`src/rtl/hnr_pkg.sv`:
```
package hnr_pkg;
  localparam int unsigned DW   = 16;   // operand width
  localparam int unsigned XF   = 14;   // fraction bits of state
  localparam int unsigned DROP = 8;    // partial-product columns dropped by approx unit
  localparam int unsigned PW   = 2*DW;

  localparam logic [PW-1:0] COL_MASK = {{(PW-DROP){1'b1}}, {DROP{1'b0}}};

  function automatic logic [PW-1:0] drop_mul(input logic [DW-1:0] a, input logic [DW-1:0] b);
    logic [PW-1:0] acc;
    acc = '0;
    for (int i = 0; i < DW; i++)
      if (b[i]) acc = acc + ((PW'(a) << i) & COL_MASK);
    return acc;
  endfunction
endpackage

```
`src/rtl/hnr_core.sv`:
```
module hnr_core
  import hnr_pkg::*;
#(
  parameter bit APPROX = 1'b0
) (
  input  logic          clk_i,
  input  logic          rst_ni,
  input  logic          ld_d_i,
  input  logic          ld_x_i,
  input  logic [DW-1:0] d_i,
  input  logic [DW-1:0] x_i,
  output logic [DW-1:0] x_o
);
  localparam logic [DW-1:0] TWO  = DW'(1) << (XF + 1);
  localparam logic [PW-1:0] RND1 = PW'(1) << (DW - 1);
  localparam logic [PW-1:0] RND2 = PW'(1) << (XF - 1);

  logic [DW-1:0] d_q, x_q, p, t;
  logic [PW-1:0] m1, m2;

  // operand registers only move when this unit owns the iteration
  always_ff @(posedge clk_i or negedge rst_ni) begin
    if (!rst_ni) begin
      d_q <= '0;
      x_q <= '0;
    end else begin
      if (ld_d_i) d_q <= d_i;
      if (ld_x_i) x_q <= x_i;
    end
  end

  generate
    if (APPROX) begin : g_apx
      assign m1 = drop_mul(d_q, x_q);
      assign m2 = drop_mul(x_q, t);
    end else begin : g_acc
      assign m1 = PW'(d_q) * PW'(x_q) + RND1;
      assign m2 = PW'(x_q) * PW'(t) + RND2;
    end
  endgenerate

  assign p   = m1[PW-1:DW];
  assign t   = (p >= TWO) ? '0 : TWO - p;
  assign x_o = (|m2[PW-1:DW+XF]) ? '1 : m2[DW+XF-1:XF];
endmodule

```
`src/rtl/hnr_ctrl.sv`:
```
module hnr_ctrl #(
  parameter int unsigned CNT_W = 8
) (
  input  logic             clk_i,
  input  logic             rst_ni,
  input  logic             start_i,
  input  logic [CNT_W-1:0] n_sw_i,
  input  logic [CNT_W-1:0] n_tot_i,
  output logic             accept_o,
  output logic             busy_o,
  output logic             cur_apx_o,
  output logic             ld_apx_o,
  output logic             ld_acc_o,
  output logic             done_o
);
  logic [CNT_W-1:0] k_q, sw_q, tot_q, k_nx;
  logic             busy_q, done_q, last, more;

  assign accept_o  = start_i && !busy_q;
  assign k_nx      = k_q + 1'b1;
  assign last      = (k_nx == tot_q);
  assign more      = busy_q && !last;
  assign cur_apx_o = (k_q < sw_q);

  // load the unit that owns the next iteration
  always_comb begin
    ld_apx_o = 1'b0;
    ld_acc_o = 1'b0;
    if (accept_o) begin
      if (n_tot_i != '0) begin
        ld_apx_o = (n_sw_i != '0);
        ld_acc_o = (n_sw_i == '0);
      end
    end else if (more) begin
      ld_apx_o = (k_nx < sw_q);
      ld_acc_o = !(k_nx < sw_q);
    end
  end

  always_ff @(posedge clk_i or negedge rst_ni) begin
    if (!rst_ni) begin
      k_q    <= '0;
      sw_q   <= '0;
      tot_q  <= '0;
      busy_q <= 1'b0;
      done_q <= 1'b0;
    end else begin
      done_q <= 1'b0;
      if (accept_o) begin
        k_q    <= '0;
        sw_q   <= n_sw_i;
        tot_q  <= n_tot_i;
        busy_q <= (n_tot_i != '0);
        done_q <= (n_tot_i == '0);
      end else if (busy_q) begin
        k_q <= k_nx;
        if (last) begin
          busy_q <= 1'b0;
          done_q <= 1'b1;
        end
      end
    end
  end

  assign busy_o = busy_q;
  assign done_o = done_q;

  a_r5_count_bound: assert property (@(posedge clk_i) disable iff (!rst_ni)
    busy_q |-> (k_q < tot_q));
  a_r8_done_pulse: assert property (@(posedge clk_i) disable iff (!rst_ni)
    done_q && !start_i |=> !done_q);
  a_r9_start_ignored: assert property (@(posedge clk_i) disable iff (!rst_ni)
    busy_q && start_i |=> $stable(tot_q) && $stable(sw_q));
endmodule

```
`src/rtl/hybrid_nr_engine.sv`:
```
module hybrid_nr_engine
  import hnr_pkg::*;
#(
  parameter int unsigned   CNT_W = 8,
  parameter logic [DW-1:0] SEED  = 16'h6000
) (
  input  logic             clk_i,
  input  logic             rst_ni,
  input  logic             start_i,
  input  logic [DW-1:0]    divisor_i,
  input  logic [CNT_W-1:0] approx_iters_i,
  input  logic [CNT_W-1:0] total_iters_i,
  output logic             done_o,
  output logic [DW-1:0]    result_o
);
  logic          accept, busy, cur_apx, ld_apx, ld_acc;
  logic [DW-1:0] apx_x, acc_x, step_x, x_feed, res_q;

  hnr_ctrl #(.CNT_W(CNT_W)) u_ctrl (
    .clk_i     (clk_i),
    .rst_ni    (rst_ni),
    .start_i   (start_i),
    .n_sw_i    (approx_iters_i),
    .n_tot_i   (total_iters_i),
    .accept_o  (accept),
    .busy_o    (busy),
    .cur_apx_o (cur_apx),
    .ld_apx_o  (ld_apx),
    .ld_acc_o  (ld_acc),
    .done_o    (done_o)
  );

  assign step_x = cur_apx ? apx_x : acc_x;
  assign x_feed = accept ? SEED : step_x;  // direct handover, no bubble

  hnr_core #(.APPROX(1'b1)) u_apx (
    .clk_i  (clk_i),
    .rst_ni (rst_ni),
    .ld_d_i (accept),
    .ld_x_i (ld_apx),
    .d_i    (divisor_i),
    .x_i    (x_feed),
    .x_o    (apx_x)
  );

  hnr_core #(.APPROX(1'b0)) u_acc (
    .clk_i  (clk_i),
    .rst_ni (rst_ni),
    .ld_d_i (accept),
    .ld_x_i (ld_acc),
    .d_i    (divisor_i),
    .x_i    (x_feed),
    .x_o    (acc_x)
  );

  always_ff @(posedge clk_i or negedge rst_ni) begin
    if (!rst_ni)                             res_q <= '0;
    else if (accept && total_iters_i == '0) res_q <= SEED;
    else if (busy)                           res_q <= step_x;
  end

  assign result_o = res_q;

  a_r8_result_hold: assert property (@(posedge clk_i) disable iff (!rst_ni)
    !busy && !accept |=> $stable(result_o));
  a_r4_idle_apx_hold: assert property (@(posedge clk_i) disable iff (!rst_ni)
    busy && !ld_apx && !accept |=> $stable(apx_x));
  a_r4_one_load: assert property (@(posedge clk_i) disable iff (!rst_ni)
    $onehot0({ld_apx, ld_acc}));
endmodule

```
`config.mk`:
```
export PLATFORM = sky130hd
export DESIGN_NAME = hybrid_nr_engine
export DESIGN_NICKNAME = d
export VERILOG_FILES = /design/src/rtl/hnr_pkg.sv /design/src/rtl/hnr_core.sv /design/src/rtl/hnr_ctrl.sv /design/src/rtl/hybrid_nr_engine.sv
export SDC_FILE = /design/constraint.sdc
export NUM_CORES = 2
export LEC_CHECK = 0
export ABC_AREA = 0
export CORE_MARGIN = 5
export CORE_UTILIZATION = 25
export CTS_BUF_LIST = sky130_fd_sc_hd__clkbuf_8
export CTS_CLUSTER_DIAMETER = 60
export DETAILED_ROUTE_END_ITERATION = 7
export PLACE_DENSITY = 0.4
export SYNTH_ARGS = -nofsm -noshare
export SYNTH_HDL_FRONTEND = slang
export SYNTH_SLANG_ARGS = --single-unit
```
`constraint.sdc`:
```
create_clock -name clk_i -period 86.2 [get_ports clk_i]
set_input_delay 12.93 -clock clk_i [delete_from_list [all_inputs] [get_ports clk_i]]
set_output_delay 12.93 -clock clk_i [all_outputs]
set_load 0.02 [all_outputs]
```
-- Yosys cells after proc, flatten, opt, wreduce, memory -nomap -nowiden
Cells that the tools add are included.
- flip-flop bits (word level): 90
- input port bits: 35
- output and inout bits: 17
- add/subtract/negate cells: 35
- $mul: 2
- order comparisons: 4
- eq/ne operators: 1
- multiplexer cells: 54
- reduce and logical (&&, ||, !) cells: 14
- operators by type and width (kind ; count):
    $mux 32 ; 30
    $mux 16 ; 10
    $add 32x17->32 ; 2
    $add 32x18->32 ; 2
    $add 32x19->32 ; 2
    $add 32x20->32 ; 2
    $add 32x21->32 ; 2
    $add 32x22->32 ; 2
    $add 32x23->32 ; 2
    $add 32x24->32 ; 2
    $add 32x25->32 ; 2
    $add 32x26->32 ; 2
    $add 32x27->32 ; 2
    $add 32x28->32 ; 2
    $add 32x29->32 ; 2
    $add 32x30->32 ; 2
    $add 32x31->32 ; 2
    $mul 16x16->32 ; 2
    $add 32x14->32 const B ; 1
    $add 32x16->32 const B ; 1
    $ge 16x16->1 const B ; 2
    $sub 16x16->16 const A ; 2
    $logic_not 8->1 ; 2
    $lt 8x8->1 ; 2
    9 further kinds ; 28

-- Depth between registers and ports, before layout
- depth in word-level cells: 69
- depth in mapped cells: 223
- depth with buffers taken out: 216

-- By module
Synthesis repeated with hierarchy kept, for this count alone.
- cell total of the unflattened synthesis: 6633
- area total of the unflattened synthesis: 50714.9 um^2
- modules (own cells, without submodules) (module ; times used ; cells an instance ; area an instance (um^2) ; sequential area each (um^2)):
    hnr_core at u_apx ; 1 ; 4209 ; 29170.5 ; 800.8
    hnr_core at u_acc ; 1 ; 2178 ; 19075.8 ; 800.8
    hnr_ctrl ; 1 ; 153 ; 1570.3 ; 650.6
    hybrid_nr_engine ; 1 ; 93 ; 898.4 ; 400.4

-- Worst setup path after synthesis
No wires, ideal clock.
- path kind: flip-flop to flip-flop
- start point: register u_apx.x_q[0]
- end point: register u_apx.x_q[0]
- library setup time: 0.122 ns
- data arrival time: 37.925 ns
- data required time: 86.078 ns
- slack: 48.154 ns
- cell stages (with the launch flop): 192
- clock period less this slack: 38.046 ns
- path through: dfrtp_1 > buf_2 > buf_2 > clkbuf_1 > and2_1 > ha_1 > fa_1 > xor2_1 > nand2_1 > xor2_1 > ha_1 > xor2_1 > a32o_1 > or2_2 > ha_1 > nor2b_1 > o21a_1 > or3_1 > [156 not listed] > a21oi_1 > o41ai_4 > ha_1 > inv_1 > nor2_1 > nor2_1 > xnor2_1 > mux2_2 > ha_1 > nor2b_1 > o21ai_0 > mux2i_1 > nand2_1 > nand2_1 > o211ai_1 > clkbuf_1 > o31a_1 > a32o_1
- longest elaborated chain between the ends: 68
- ends and longest elaborated chain (element ; RTL line ; source):
    start, declared ; hnr_core.sv:18 ; logic [DW-1:0] d_q, x_q, p, t;
    start signal, assigned ; hnr_core.sv:28 ; if (ld_x_i) x_q <= x_i;
    $mux 16 ; hnr_pkg.sv:13 ; if (b[i]) acc = acc + ((PW'(a) << i) & COL_MASK);
    $add 32x17->32 ; hnr_pkg.sv:13 ;
    $mux 32 ; hnr_pkg.sv:13 ;
    $add 32x18->32 ; hnr_pkg.sv:13 ;
    $mux 32 ; hnr_pkg.sv:13 ;
    $add 32x19->32 ; hnr_pkg.sv:13 ;
    $mux 32 ; hnr_pkg.sv:13 ;
    $add 32x20->32 ; hnr_pkg.sv:13 ;
    [52 not listed] ; -- ;
    $add 32x30->32 ; hnr_pkg.sv:13 ;
    $mux 32 ; hnr_pkg.sv:13 ;
    $add 32x31->32 ; hnr_pkg.sv:13 ;
    $mux 32 * ; hnr_pkg.sv:13 ;
    $reduce_or 2->1 ; hnr_core.sv:44 ; assign x_o = (|m2[PW-1:DW+XF]) ? '1 : m2[DW+XF-1:XF];
    $mux 16 * ; hnr_core.sv:44 ;
    $mux 16 * ; hybrid_nr_engine.sv:33 ; assign step_x = cur_apx ? apx_x : acc_x;
    $mux 16 * ; hybrid_nr_engine.sv:34 ; assign x_feed = accept ? SEED : step_x;
Mark *: on every way between the ends. The rest lies on a longest branch, timed or not.
A chain may end at the register's enable or synchronous reset.

-- Worst setup path after layout
- start point: register u_apx.x_q[0]
- end point: register u_apx.x_q[14]
The elaborated chain is that of the path after synthesis.

==> out/results.ini <==
[cells_and_area]
final_common_cell=nand2_1
drive_gt1_share_pct=6.15
layout_common_cells=nand2_1, inv_1, ha_1
area_growth_syn_to_layout_pct=8.04
fin_nets=7442

[setup_path]
r2r-end=u_apx.x_q[14]$_DFFE_PN0P_
worstSetupPathType=reg2reg
cp-startpoint=u_apx.x_q[0]$_DFFE_PN0P_
arrival_ns=45.95
max_stage_delay_ns=0.93
crit_end=u_apx.x_q[14]$_DFFE_PN0P_
end_kind=register
startpoint_type=register
cp.required_ns=86.55
path_max_fanout=33
r2r_start=u_apx.x_q[0]$_DFFE_PN0P_
cp_slowest_cell=a2111oi_0
r2r_cells=195
cpMostUsedCell=ha_1
reg2reg_slack_ns=40.61

[detailed_routing]
post_drt_via_cell_ratio=5.26
drt_iter0_drc=3204
drtAntennaViolNets=0
drcViolationCount=0
post_drt_wl_per_cell_um=22.0
dr.pass1.iters=5
vias=46700
wirelength_um=196000

[sta]
post-route-min-period_ns=45.60
fmax_mhz=21.9
setup_viol=0
rsz0062_at_grt=no
finalCritPeriodShare_pct=52.9
clock-skew-final_ns=0.0266
tns_ns=0
slew_viol_final=0
final-hold-violation-count=0
maxSlewHeadroom_pct=21.8
worst_slew_pin_slew_ns=1.16

[clock_network]
cts_setup_buffers=0
root_buffer=clkbuf_8
cts.clk_slew.worst_paths_ns=0.12
clockBufferDepth=2
cts.htree.levels=3
post_cts_resized=0
hold_buffers=0
cts_num_sinks=90
insertion_delay_ns=0.45
numCtsBuffers=9
cts_tree=done

[logic_synthesis]
synth_cells=6411
synth_nets=7513
seq_area_frac_synth_pct=4.63
yosysTopAreaCell=fa_1
ys_ff_latch=90
ys_async_sr_fraction_pct=100
synth_edf_count=0
yosys-top-cells-area=fa_1, ha_1, nand2_1
synth_area_um2=48600
ys.flop_type=dfrtp_1
postSynthAreaPerCell_um2=7.59
synth_top_area_share_pct=17.2
synth.yosys.warnings=0
yosys.cell_types.count=112

[floorplanning]
fp.dieArea_um2=204000
row_count=162
die_y_um=451
die_x_um=451
ios=52
coreArea_um2=194000
start_util_pct=25.1

[grt]
grt_first_pass_wirelength_um=299000
grt-ovfl-total=0
grt_pass1_vias=46900
grt_usage_pct=18.8
antenna_found_initial=7
grt_max_degree=43

[placement]
hpwl_um=155000
port_buffers=51
gp_congestion=0.901

[worst_hold_path]
hold_path_class=reg2reg

[status]
run_status=completed

[run]
drv_cap=0

[kinds of logic (layout without fill, tap and decap cells)]
logic type	count (synthesis)	after routing	share of synthesized area, %
AND/OR/NAND/NOR	2215	2215	22.2
AO/OA/AOI/OAI	1665	1665	23.4
adder cells (fa/ha/maj)	1067	1067	33.9
buffers and inverters	922	856	7.21
XOR/XNOR	311	311	5.65
multiplexers	141	141	3.12
flip-flops	90	90	4.63
other	0	4	0
[worst min path at each step]
stage | slack (ns) | depth (start not counted) | end | start
floorplan | 0.50 | 1 | u_ctrl.tot_q[0]$_DFFE_PN0P_ | u_ctrl.tot_q[0]$_DFFE_PN0P_
global placement | 0.47 | 2 | u_acc.x_q[6]$_DFFE_PN0P_ | u_acc.x_q[6]$_DFFE_PN0P_
detailed placement | 0.48 | 2 | u_acc.x_q[6]$_DFFE_PN0P_ | u_acc.x_q[6]$_DFFE_PN0P_
CTS | 0.51 | 2 | u_acc.x_q[6]$_DFFE_PN0P_ | u_acc.x_q[6]$_DFFE_PN0P_
global route | 0.51 | 2 | u_acc.x_q[6]$_DFFE_PN0P_ | u_acc.x_q[6]$_DFFE_PN0P_
finish | 0.50 | 2 | u_acc.x_q[6]$_DFFE_PN0P_ | u_acc.x_q[6]$_DFFE_PN0P_
[registers in the layout, summed over array words and instances (netlist names)]
register and flops:
result_o 16, u_ctrl.busy_o 1, u_ctrl.tot_q 8, u_apx.x_q 16, u_ctrl.k_q 8, u_ctrl.sw_q 8
u_ctrl.done_o 1, u_apx.d_q 16, u_acc.x_q 16
[critical path: cells and delay by family (launching register included)]
| kind | cells | cell delay (ns) |
|---|---|---|
| buffers and inverters | 16 | 1.78 |
| flip-flops | 1 | 0.37 |
| AND/OR/NAND/NOR | 49 | 9.03 |
| adder cells (fa/ha/maj) | 31 | 11.58 |
| AO/OA/AOI/OAI | 80 | 18.94 |
| multiplexers | 8 | 2.16 |
| XOR/XNOR | 11 | 1.61 |
[metal layers]
| metal | GRT usage [%] | share of wire [%] |
|---|---|---|
| met4 | 4.55 | 2.6 |
| met2 | 33.0 | 48 |
| met5 | 0 | 0.0036 |
| met1 | 25.3 | 46 |
| met3 | 0.874 | 3.1 |
[synthesized netlist by cell type (all sizes together), types with 27 or more instances]
master and count:
o21a 101, o21ai 318, nor2 421, or3 73, a211oi 61, xor2 117, clkbuf 219, or2 42
a21o 221, nand3 132, a31oi 62, nor4 36, o21bai 53, inv 655, buf 43, nor2b 68
and2 232, xnor2 194, dfrtp 90, mux2i 56, ha 650, nand4 35, mux2 85, fa 417
o211ai 61, nor3 149, a21oi 372, and3 59, nand2 784, nand2b 78, nor3b 27, o31ai 57
[through the flow]
stage          utilization [%]  cell area, µm²  hold WS [ns]  setup WS [ns]  cells
6_report                  27.1           52600         0.497          40.61   8891
3_5_place_dp              27.0           52300         0.476          41.09   8871
3_3_place_gp              27.0           52300         0.471          41.29   8871
4_1_cts                   27.1           52500         0.505          40.93   8887
5_1_grt                   27.1           52600         0.513          37.23   8889
2_1_floorplan                -           48600         0.501          48.15   6411
[final cells by class]
cell class	count	area, µm²
well taps	2542	3180
repair buffers	180	1480
multi-input cells	5399	42900
inverters	660	2480
flip-flops and latches	90	2280
clock buffers	9	124
fillers	21400	142000
clock inverters	7	78.8
diodes	4	10.0
Power is not shown: default switching activity piles up to over one toggle a cycle in this logic, so the estimate is an artifact.
